==> src/rtl/sgx_pkg.sv <==
package sgx_pkg;

   typedef enum logic [1:0] {
      SGX_IDLE  = 2'd0,
      SGX_ISSUE = 2'd1,
      SGX_WAIT  = 2'd2
   } sgx_state_e;

endpackage

==> src/rtl/sgx_rr_ptr.sv <==
module sgx_rr_ptr #(
   parameter int ENTRIES = 8,
   parameter int IDX_W   = $clog2(ENTRIES)
) (
   input  logic             clk,
   input  logic             rst_n,
   input  logic             advance,
   output logic [IDX_W-1:0] ptr
);

   logic [IDX_W-1:0] ptr_q;

   generate
      if ((1 << IDX_W) == ENTRIES) begin : g_pow2
         always_ff @(posedge clk or negedge rst_n) begin
            if (!rst_n)       ptr_q <= '0;
            else if (advance) ptr_q <= ptr_q + IDX_W'(1);
         end
      end else begin : g_wrap
         always_ff @(posedge clk or negedge rst_n) begin
            if (!rst_n)       ptr_q <= '0;
            else if (advance) ptr_q <= (ptr_q == IDX_W'(ENTRIES - 1)) ? '0 : ptr_q + IDX_W'(1);
         end
      end
   endgenerate

   assign ptr = ptr_q;

   AST_PTR_STEP: assert property (@(posedge clk) disable iff (!rst_n)
      advance |=> (ptr == (($past(ptr) == IDX_W'(ENTRIES - 1)) ? '0 : $past(ptr) + IDX_W'(1))));

   AST_PTR_HOLD: assert property (@(posedge clk) disable iff (!rst_n)
      !advance |=> $stable(ptr));

endmodule

==> src/rtl/sgx_tag_array.sv <==
module sgx_tag_array #(
   parameter int ENTRIES = 8,
   parameter int TAG_W   = 19,
   parameter int DATA_W  = 19,
   parameter int IDX_W   = $clog2(ENTRIES)
) (
   input  logic              clk,
   input  logic              rst_n,
   input  logic [TAG_W-1:0]  lk_tag,
   output logic              lk_hit,
   output logic [DATA_W-1:0] lk_data,
   input  logic              inv_all,
   input  logic              fill_en,
   input  logic [IDX_W-1:0]  fill_idx,
   input  logic [TAG_W-1:0]  fill_tag,
   input  logic [DATA_W-1:0] fill_data
);

   logic [ENTRIES-1:0] vld_vec;
   logic [ENTRIES-1:0] match;
   logic [DATA_W-1:0]  dat_arr [ENTRIES];

   for (genvar g = 0; g < ENTRIES; g++) begin : g_ent
      logic              vld_q;
      logic [TAG_W-1:0]  tag_q;
      logic [DATA_W-1:0] dat_q;
      logic              sel;

      assign sel = fill_en && (fill_idx == IDX_W'(g));

      always_ff @(posedge clk or negedge rst_n) begin
         if (!rst_n)       vld_q <= 1'b0;
         else if (inv_all) vld_q <= 1'b0;
         else if (sel)     vld_q <= 1'b1;
      end

      always_ff @(posedge clk or negedge rst_n) begin
         if (!rst_n) begin
            tag_q <= '0;
            dat_q <= '0;
         end else if (sel) begin
            tag_q <= fill_tag;
            dat_q <= fill_data;
         end
      end

      assign vld_vec[g] = vld_q;
      assign match[g]   = vld_q && (tag_q == lk_tag);
      assign dat_arr[g] = dat_q;
   end

   always_comb begin
      lk_data = '0;
      for (int i = 0; i < ENTRIES; i++) begin
         if (match[i]) lk_data = lk_data | dat_arr[i];
      end
   end

   assign lk_hit = |match;

   AST_ONE_MATCH: assert property (@(posedge clk) disable iff (!rst_n)
      $onehot0(match));

   AST_INV_EMPTY: assert property (@(posedge clk) disable iff (!rst_n)
      inv_all |=> (vld_vec == '0));

   AST_FILL_SETS: assert property (@(posedge clk) disable iff (!rst_n)
      (fill_en && !inv_all) |=> ($countones(vld_vec) >= 1));

endmodule

==> src/rtl/sgx_fetch_ctl.sv <==
module sgx_fetch_ctl
   import sgx_pkg::*;
(
   input  logic clk,
   input  logic rst_n,
   input  logic req_valid,
   input  logic lk_hit,
   input  logic mem_rd_data_valid,
   output logic req_ready,
   output logic acc_any,
   output logic acc_hit,
   output logic acc_miss,
   output logic mem_issue,
   output logic data_take
);

   sgx_state_e st_q, st_d;

   always_comb begin
      st_d = st_q;
      case (st_q)
         SGX_IDLE:  if (req_valid && !lk_hit) st_d = SGX_ISSUE;
         SGX_ISSUE: st_d = SGX_WAIT;
         SGX_WAIT:  if (mem_rd_data_valid) st_d = SGX_IDLE;
         default:   st_d = SGX_IDLE;
      endcase
   end

   always_ff @(posedge clk or negedge rst_n) begin
      if (!rst_n) st_q <= SGX_IDLE;
      else        st_q <= st_d;
   end

   assign req_ready = (st_q == SGX_IDLE);
   assign acc_any   = req_ready && req_valid;
   assign acc_hit   = acc_any && lk_hit;
   assign acc_miss  = acc_any && !lk_hit;
   assign mem_issue = (st_q == SGX_ISSUE);
   assign data_take = (st_q == SGX_WAIT) && mem_rd_data_valid;

   AST_ISSUE_AFTER_MISS: assert property (@(posedge clk) disable iff (!rst_n)
      acc_miss |=> mem_issue);

   AST_SINGLE_FETCH: assert property (@(posedge clk) disable iff (!rst_n)
      mem_issue |=> (!mem_issue && !req_ready));

   AST_HIT_NO_FETCH: assert property (@(posedge clk) disable iff (!rst_n)
      acc_hit |=> !mem_issue);

endmodule

==> src/rtl/sg_xlate_cache.sv <==
module sg_xlate_cache #(
   parameter int BUS_AW      = 32,
   parameter int PA_W        = 32,
   parameter int PAGE_BITS   = 13,
   parameter int ENTRIES     = 8,
   parameter int ENTRY_BYTES = 8,
   parameter int MEM_DW      = 64
) (
   input  logic              clk,
   input  logic              rst_n,
   input  logic              req_valid,
   output logic              req_ready,
   input  logic [BUS_AW-1:0] req_addr,
   output logic              rsp_valid,
   output logic              rsp_err,
   output logic [PA_W-1:0]   rsp_addr,
   input  logic              base_wr_en,
   input  logic [PA_W-1:0]   base_wr_data,
   input  logic              inv_all,
   output logic              mem_rd_valid,
   output logic [PA_W-1:0]   mem_rd_addr,
   input  logic              mem_rd_data_valid,
   input  logic [MEM_DW-1:0] mem_rd_data
);

   localparam int VPN_W     = BUS_AW - PAGE_BITS;
   localparam int PFN_W     = PA_W - PAGE_BITS;
   localparam int IDX_W     = $clog2(ENTRIES);
   localparam int ENT_SHIFT = $clog2(ENTRY_BYTES);

   initial begin
      assert (ENTRIES >= 2) else $error("ENTRIES must be at least 2");
      assert ((1 << ENT_SHIFT) == ENTRY_BYTES) else $error("ENTRY_BYTES must be a power of two");
      assert (PA_W >= VPN_W + ENT_SHIFT) else $error("table offset does not fit PA_W");
      assert (MEM_DW > PA_W) else $error("entry word must be wider than PA_W");
      assert (PAGE_BITS > 1 && BUS_AW > PAGE_BITS) else $error("bad page split");
   end

   logic              lk_hit, acc_any, acc_hit, acc_miss, mem_issue, data_take;
   logic [PFN_W-1:0]  lk_pfn;
   logic [IDX_W-1:0]  rr_idx;
   logic [VPN_W-1:0]  vpn_q;
   logic [PAGE_BITS-1:0] off_q;
   logic [PA_W-1:0]   base_q;
   logic              ent_ok, fill_en;
   logic [PFN_W-1:0]  ent_pfn;
   logic              rsp_valid_q, rsp_err_q;
   logic [PA_W-1:0]   rsp_addr_q;
   logic              unused_bits;

   assign ent_ok      = mem_rd_data[0];
   assign ent_pfn     = mem_rd_data[PA_W-1:PAGE_BITS];
   assign unused_bits = ^{mem_rd_data[MEM_DW-1:PA_W], mem_rd_data[PAGE_BITS-1:1]};
   assign fill_en     = data_take && ent_ok;

   sgx_fetch_ctl u_ctl (
      .clk               (clk),
      .rst_n             (rst_n),
      .req_valid         (req_valid),
      .lk_hit            (lk_hit),
      .mem_rd_data_valid (mem_rd_data_valid),
      .req_ready         (req_ready),
      .acc_any           (acc_any),
      .acc_hit           (acc_hit),
      .acc_miss          (acc_miss),
      .mem_issue         (mem_issue),
      .data_take         (data_take)
   );

   sgx_tag_array #(
      .ENTRIES (ENTRIES),
      .TAG_W   (VPN_W),
      .DATA_W  (PFN_W),
      .IDX_W   (IDX_W)
   ) u_tags (
      .clk       (clk),
      .rst_n     (rst_n),
      .lk_tag    (req_addr[BUS_AW-1:PAGE_BITS]),
      .lk_hit    (lk_hit),
      .lk_data   (lk_pfn),
      .inv_all   (inv_all),
      .fill_en   (fill_en),
      .fill_idx  (rr_idx),
      .fill_tag  (vpn_q),
      .fill_data (ent_pfn)
   );

   sgx_rr_ptr #(
      .ENTRIES (ENTRIES),
      .IDX_W   (IDX_W)
   ) u_ptr (
      .clk     (clk),
      .rst_n   (rst_n),
      .advance (fill_en),
      .ptr     (rr_idx)
   );

   always_ff @(posedge clk or negedge rst_n) begin
      if (!rst_n)          base_q <= '0;
      else if (base_wr_en) base_q <= base_wr_data;
   end

   always_ff @(posedge clk or negedge rst_n) begin
      if (!rst_n) begin
         vpn_q <= '0;
         off_q <= '0;
      end else if (acc_any) begin
         vpn_q <= req_addr[BUS_AW-1:PAGE_BITS];
         off_q <= req_addr[PAGE_BITS-1:0];
      end
   end

   always_ff @(posedge clk or negedge rst_n) begin
      if (!rst_n) begin
         rsp_valid_q <= 1'b0;
         rsp_err_q   <= 1'b0;
         rsp_addr_q  <= '0;
      end else begin
         rsp_valid_q <= acc_hit || data_take;
         if (acc_hit) begin
            rsp_err_q  <= 1'b0;
            rsp_addr_q <= {lk_pfn, req_addr[PAGE_BITS-1:0]};
         end else if (data_take) begin
            rsp_err_q  <= !ent_ok;
            rsp_addr_q <= ent_ok ? {ent_pfn, off_q} : '0;
         end
      end
   end

   assign mem_rd_valid = mem_issue;
   assign mem_rd_addr  = base_q + ({{(PA_W - VPN_W){1'b0}}, vpn_q} << ENT_SHIFT);
   assign rsp_valid    = rsp_valid_q;
   assign rsp_err      = rsp_err_q;
   assign rsp_addr     = rsp_addr_q;

   AST_OFFSET_KEPT: assert property (@(posedge clk) disable iff (!rst_n)
      (rsp_valid && !rsp_err) |-> (rsp_addr[PAGE_BITS-1:0] == off_q));

   AST_RSP_READY: assert property (@(posedge clk) disable iff (!rst_n)
      rsp_valid |-> req_ready);

   AST_MISS_NO_EARLY_RSP: assert property (@(posedge clk) disable iff (!rst_n)
      acc_miss |=> !rsp_valid);

endmodule

==> config.mk <==
export PLATFORM = sky130hd
export DESIGN_NAME = sg_xlate_cache
export DESIGN_NICKNAME = d
export VERILOG_FILES = /design/src/rtl/sgx_pkg.sv /design/src/rtl/sgx_rr_ptr.sv /design/src/rtl/sgx_tag_array.sv /design/src/rtl/sgx_fetch_ctl.sv /design/src/rtl/sg_xlate_cache.sv
export SDC_FILE = /design/constraint.sdc
export NUM_CORES = 1
export LEC_CHECK = 0
export ABC_AREA = 1
export BUFFER_PORTS_ARGS = -buffer_cell sky130_fd_sc_hd__buf_2
export CELL_PAD_IN_SITES_DETAIL_PLACEMENT = 1
export CELL_PAD_IN_SITES_GLOBAL_PLACEMENT = 1
export CORE_ASPECT_RATIO = 1.25
export CORE_MARGIN = 2
export CORE_UTILIZATION = 45
export DETAILED_ROUTE_END_ITERATION = 6
export MAX_ROUTING_LAYER = met4
export PLACE_DENSITY = 0.8
export REMOVE_ABC_BUFFERS = 1
export SLEW_MARGIN = 20
export SYNTH_ARGS = -nofsm -noshare
export SYNTH_HDL_FRONTEND = slang
export SYNTH_SLANG_ARGS = --single-unit
==> constraint.sdc <==
create_clock -name clk -period 3.8 [get_ports clk]
set_input_delay 0.95 -clock clk [delete_from_list [all_inputs] [get_ports clk]]
set_output_delay 0.95 -clock clk [all_outputs]
set_load 0.03 [all_outputs]
# Yosys cells after proc, flatten, opt, wreduce, memory -nomap -nowiden
# Cells that the tools add are included.
[op_classes]
addsub = 2
multipliers = 0
div_mod_pow = 0
order_cmp = 0
n_eq_ne = 19
shifts = 0
muxes = 32
bitwise = 7
reduce_logical = 37
[op_table]
columns = ["op", "n"]
rows = [
  ["equality test 19 bit", 8],
  ["two-way mux 19 bit", 8],
  ["OR 19 bit", 7],
  ["two-way mux 32 bit", 3],
  ["adder 32 x 22 -> 32 bit", 1],
  ["logical AND 1 bit", 21],
  ["two-way mux 1 bit", 18],
  ["nonzero test 2 bit", 9],
  ["equality test 3 bit, second input constant", 4],
  ["OR reduction 8 bit", 1],
  ["equality test 3 x 2 -> 1 bit, second input constant", 2],
  ["case mux 2 bit (3 select lines)", 1],
  ["two-way mux 2 bit", 2],
  ["!= test 2 bit, second input constant", 2],
  ["adder 3 x 1 -> 3 bit, second input constant", 1],
  ["equality test 3 x 1 -> 1 bit, second input constant", 1],
  ["logical NOT 3 bit", 1],
  ["equality test 2 x 1 -> 1 bit, second input constant", 1],
  ["equality test 2 bit, second input constant", 1],
  ["logical NOT 1 bit", 2],
  ["logical NOT 2 bit", 1],
  ["AND reduction 2 bit", 1],
  ["logical OR 1 bit", 1],
]
[totals]
register_bits = 415
latchBits = 0
ram_bits = 0
mem_bits_ro = 0
input_bits = 134
out_inout_bits = 68
elab_cells = 129
n_memories = 0

# Depth between registers and ports, before layout
[depth]
ltp_word = 18
mapped_depth = 16
mapped_depth_nobuf = 14

# By module
# From an unflattened synthesis, not the netlist that was laid out.
[unflattened]
hier_cells = 2696
hier_area_um2 = 21368.0
[by_module_without_submodules]
columns = ["module", "n_inst", "cells_per_inst", "area_each_um2", "seq_area_each_um2"]
rows = [
  ["sgx_tag_array", 1, 1958, 15393.5, 7807.5],
  ["sg_xlate_cache", 1, 707, 5728.0, 2452.4],
  ["sgx_rr_ptr", 1, 14, 132.6, 75.1],
  ["sgx_fetch_ctl", 1, 17, 113.9, 50.0],
]

# Least setup slack after synthesis
# No wires, ideal clock.
[synth_timing]
path_kind = "register -> output"
startpoint = "register vpn_q[0]"
endpoint = "output port mem_rd_addr[19]"
t_arrival_ns = 2.457
required_time_ns = 2.850
path_slack_ns = 0.393
stages_incl_launch_ff = 13
path_buffers = 0
path_cell_list = "dfrtp_1 ha_1 inv_1 fa_1 o21ai_0 nand2_1 nand2_1 inv_1 o21ai_0 nand2_1 nand2_1 a21oi_1 xnor2_1"
[synth_between]
elab_chain_len = 1
[synth_lines]
columns = ["item", "line", "source"]
rows = [
  ["start, declared", "sg_xlate_cache.sv:42", "logic [VPN_W-1:0] vpn_q;"],
  ["start signal, assigned", "sg_xlate_cache.sv:108", "vpn_q <= req_addr[BUS_AW-1:PAGE_BITS];"],
  ["adder 32 x 22 -> 32 bit", "sg_xlate_cache.sv:131", "assign mem_rd_addr = base_q + ({{(PA_W - VPN_W){1'b0}}, vpn_q} << ENT_SHIFT);"],
  ["end, declared", "sg_xlate_cache.sv:21", "output logic [PA_W-1:0] mem_rd_addr,"],
]
# No other way between the ends.

# Final worst setup path
[layout_timing]
startpoint = "register vpn_q[4]"
endpoint = "output port mem_rd_addr[18]"
# The elaborated chain is that of the path after synthesis.

==> summary.md <==
| Metric | Value |
|---|---|
| Outcome | finished clean |
| Switching Share | around 40% |
| WL final | roughly 73 mm |
| Fin Hold WS | 0.382 ns |
| Vias/cell | 5.63 |
| Hold Buf Count CTS | 0 |
| Post-route setup TNS | 0 ns |
| Root buffer cell | clkbuf_16 |
| Mapped Avg Cell Area | 7.88 um^2 |
| Global route overflow | 0 |
| Req. time, crit path | between 2 and 3 ns |
| Async SR Flop Fraction | between 90% and 100% |
| Yosys reg bits | approximately 420 |
| Initial detailed-routing violation count | approximately 1100 |
| Gpl congestion | ~0.89 |
| Clock power frac | 25.4% |
| Pins Over Slew Limit | 0 |
| Slowest stage delay, CP | around 0.47 ns |
| DRT antenna net count | 0 |
| Vias | 19100 |
| Tot GR Track Use | 31.5% |
| # diodes | 0 |
| Layout filler cell count | 5668 |
| Area growth syn-to-layout | 14.7% |
| # clock sinks | 415 |
| Yosys warnings | 0 |
| Combinational Power Share | approximately 34% |
| Clock skew | around 0.03 ns |
| Initial antenna violation count | 0 |
| Port bufs | roughly 160 |
| Largest delay contributor family on the critical path | compound AO/OA/AOI/OAI gates |
| DIE AREA | around 48000 um^2 |
| Peak supply drop | between 0.0004 and 0.0005 V |
| Final Hold Fails | 0 |
| Max Fclk | approximately 270 MHz |
| Synthesized area | between 20000 and 25000 um^2 |
| Startpoint Class | flop |
| CTS Buf Count | between 40 and 50 |
| Seq pwr share | about 41% |
| # H-tree levels | 2 |
| First-pass GRT wire length | roughly 110 mm |
| Slew Limit Headroom | a little over a third |
| Number of synthesized flops with an enable pin | 0 |
| WP buf/inv | 1 |
| Post-layout util | between 50% and 60% |
| Crit path DAT | between 2 and 3 ns |
| Placed cell count | between 3000 and 4000 |
| Share of cells above drive strength 1 | between 10 and 15% |
| Vias in the first global route | between 20000 and 25000 |
| Site row count | roughly 90 |
| Yosys cell types | 41 |
| Hpwl dp | approximately 49 mm |
| Power density cells | roughly 730 nW/um^2 |
| CP Class | reg -> out |
| Max Cap Viol | 0 |
| Most Frequent Cell on Critical Path | nand2_1 |
| Worst slew pin tran | about 0.95 ns |
| Net switching power | 7040 uW |
| Seq. cell area | between 10000 and 15000 um^2 |
| CORE AREA | ~46000 um^2 |
| Cells after Synth | between 2000 and 3000 |
| Initial core utilization | between 40% and 50% |
| TritonCTS clock tree | built |
| Worst-case clock buffer depth | 3 |
| Leakage | between 0.01 and 0.015 uW |
| Main synth FF type | dfrtp_1 |
| Multi-input logic area | 9040 um^2 |
| Pin count of the biggest net entering global routing | 92 |
| Hold Path Class | in -> async |
| Critical path cell sequence | ha_1 -> nand2_1 -> nand2_1 -> a31o_2 -> nand2_1 -> nand2_1 -> a31oi_1 -> o21bai_1 -> xor2_1 -> buf_2 |
| DRC Markers | 0 |
| Die width | between 150 and 200 um |
| Die Y | 245 um |
| Worst-Skew Late Latency | ~0.6 ns |
| Minimum clock period | between 3 and 4 ns |
| Part of the cycle the worst path needs | between 90% and 100% |
| Crit end category | output pin |
| Max FO, Critical Path | 4 |
| First-pass DRT Iterations | 6 |
| WL per Instance | 21.5 um |
| Unrepaired setup endpoints after global routing | true |
| Clock slew at reported path FFs | about 0.060 ns |
| Endpoints failing setup | 0 |
| P_int | between 10000 and 15000 uW |
| Ports | about 200 |
| Layout Nets | ~2900 |
| Seq/Total Area, Yosys | about half |
| Slowest stage cell on the critical path | dfrtp_2 |
| Layout Cells excl Fill | between 3000 and 4000 |
## metal layers
metal  vias up  global-route usage [%]  wire length [um]
met1      9512                    36.8             29300
met3       202                    3.59              3660
met4         0                    15.4              3710
met5         -                       -                 0
li1       8770                       -                 -
met2       617                    54.0             36400
## area by class of cell
cell class	instances	share of cell area, %
multi-input combinational	1837	37.6
timing repair buffer	214	5.71
clock inverter	8	0.365
tap	585	3.05
sequential	415	43.2
clock buffer	71	5.85
inverter	265	4.14
## power by group through the flow
stage	logic, uW	clock network (uW)	registers [uW]
6_report	5940	4460	7190
5_1_grt	6630	4670	7360
2_1_floorplan	3580	0	7130
3_5_place_dp	5780	0	7200
4_1_cts	5900	4530	7150
3_3_place_gp	5540	0	7080
## worst reg2reg max path, stage by stage (launching register included)
cell and delay (ns):
dfrtp_1 0.39, inv_1 0.05, nor2_1 0.08, nand2_1 0.16, inv_2 0.10, nand2_1 0.14
inv_2 0.37, buf_4 0.37, nand3_2 0.22, buf_4 0.32, nand2_1 0.12, o21ai_0 0.08
## through the flow
step / total power [uW] / instance area [um^2] / setup WS [ns]
2_1_floorplan: 10700 / 20300 / -0.172
3_3_place_gp: 12600 / 22400 / 0.390
3_5_place_dp: 13000 / 22400 / 0.391
4_1_cts: 17600 / 23900 / 0.00500
5_1_grt: 18700 / 24000 / -0.0294
6_report: 17600 / 24000 / 0.0911
## worst paths after layout
kind,to,cells past startpoint,start,slack (ns)
max,mem_rd_addr[18],10,vpn_q[4],0.09
min,u_tags.g_ent[0].tag_q[3],1,rst_n,0.38
max reg2reg,u_tags.g_ent[6].tag_q[14],11,u_ctl.st_q[1],1.24
min reg2reg,u_tags.g_ent[7].dat_q[11],2,u_tags.g_ent[7].dat_q[11],0.48
max in group asynchronous,u_tags.g_ent[1].tag_q[9],2,rst_n,2.38
min in group clk,u_tags.g_ent[7].dat_q[11],2,u_tags.g_ent[7].dat_q[11],0.48
## synthesized netlist by cell type, types with 24 or more instances
cell type  instances  area [um^2]
a21oi_1           32          160
buf_2             42          210
clkbuf_1          75          282
dfrtp_1          415        10400
ha_1              25          313
inv_1            246          923
nand2_1          877         3290
nand3_1           61          305
nand4_1          125          782
nor2_1           137          514
o21ai_0          416         2080
xnor2_1           34          298
xor2_1            24          210
## state kept, by name, indices dropped and copies added (netlist names)
register and flops:
rsp_valid 1, rsp_addr 32, base_q 32, u_tags.g_ent.dat_q 152, rsp_err 1, u_tags.g_ent.vld_q 8, off_q 13, u_ptr.ptr 3
u_tags.g_ent.tag_q 152, vpn_q 19, u_ctl.st_q 2
## what timing repair did
action	4_1_cts	5_1_grt
pin swaps	1	2
setup buffers	1	0
gates cloned	0	0
setup endpoints to repair	10	13
gates resized for setup	11	15
## kinds of logic after synthesis
group	Yosys count	share of synthesized area (%)
simple gates	1250	25.5
flops	415	49.6
buf+inv	408	7.97
fa+ha+maj	26	1.59
compound gates	481	11.7
xor+xnor	58	2.42
mux	22	1.18
## layout by cell type, fill, tap and decap left out, types with 6 or more instances in the layout
| cell type | count |
|---|---|
| nand3_1 | 54 |
| o21ai_1 | 15 |
| nor2_2 | 8 |
| ha_1 | 19 |
| clkbuf_8 | 14 |
| xor2_1 | 24 |
| inv_1 | 246 |
| nand3_2 | 21 |
| nor2_1 | 137 |
| dfrtp_1 | 414 |
| xnor2_1 | 34 |
| mux2_2 | 22 |
| nand4_1 | 125 |
| nor3_1 | 6 |
| a21oi_1 | 30 |
| buf_12 | 11 |
| clkbuf_1 | 10 |
| inv_2 | 19 |
| buf_4 | 48 |
| clkbuf_16 | 47 |
| o21ai_0 | 413 |
| buf_2 | 152 |
| nand2_1 | 874 |
| nor2_4 | 8 |
Note: power is estimated with default switching activity, not from simulation.
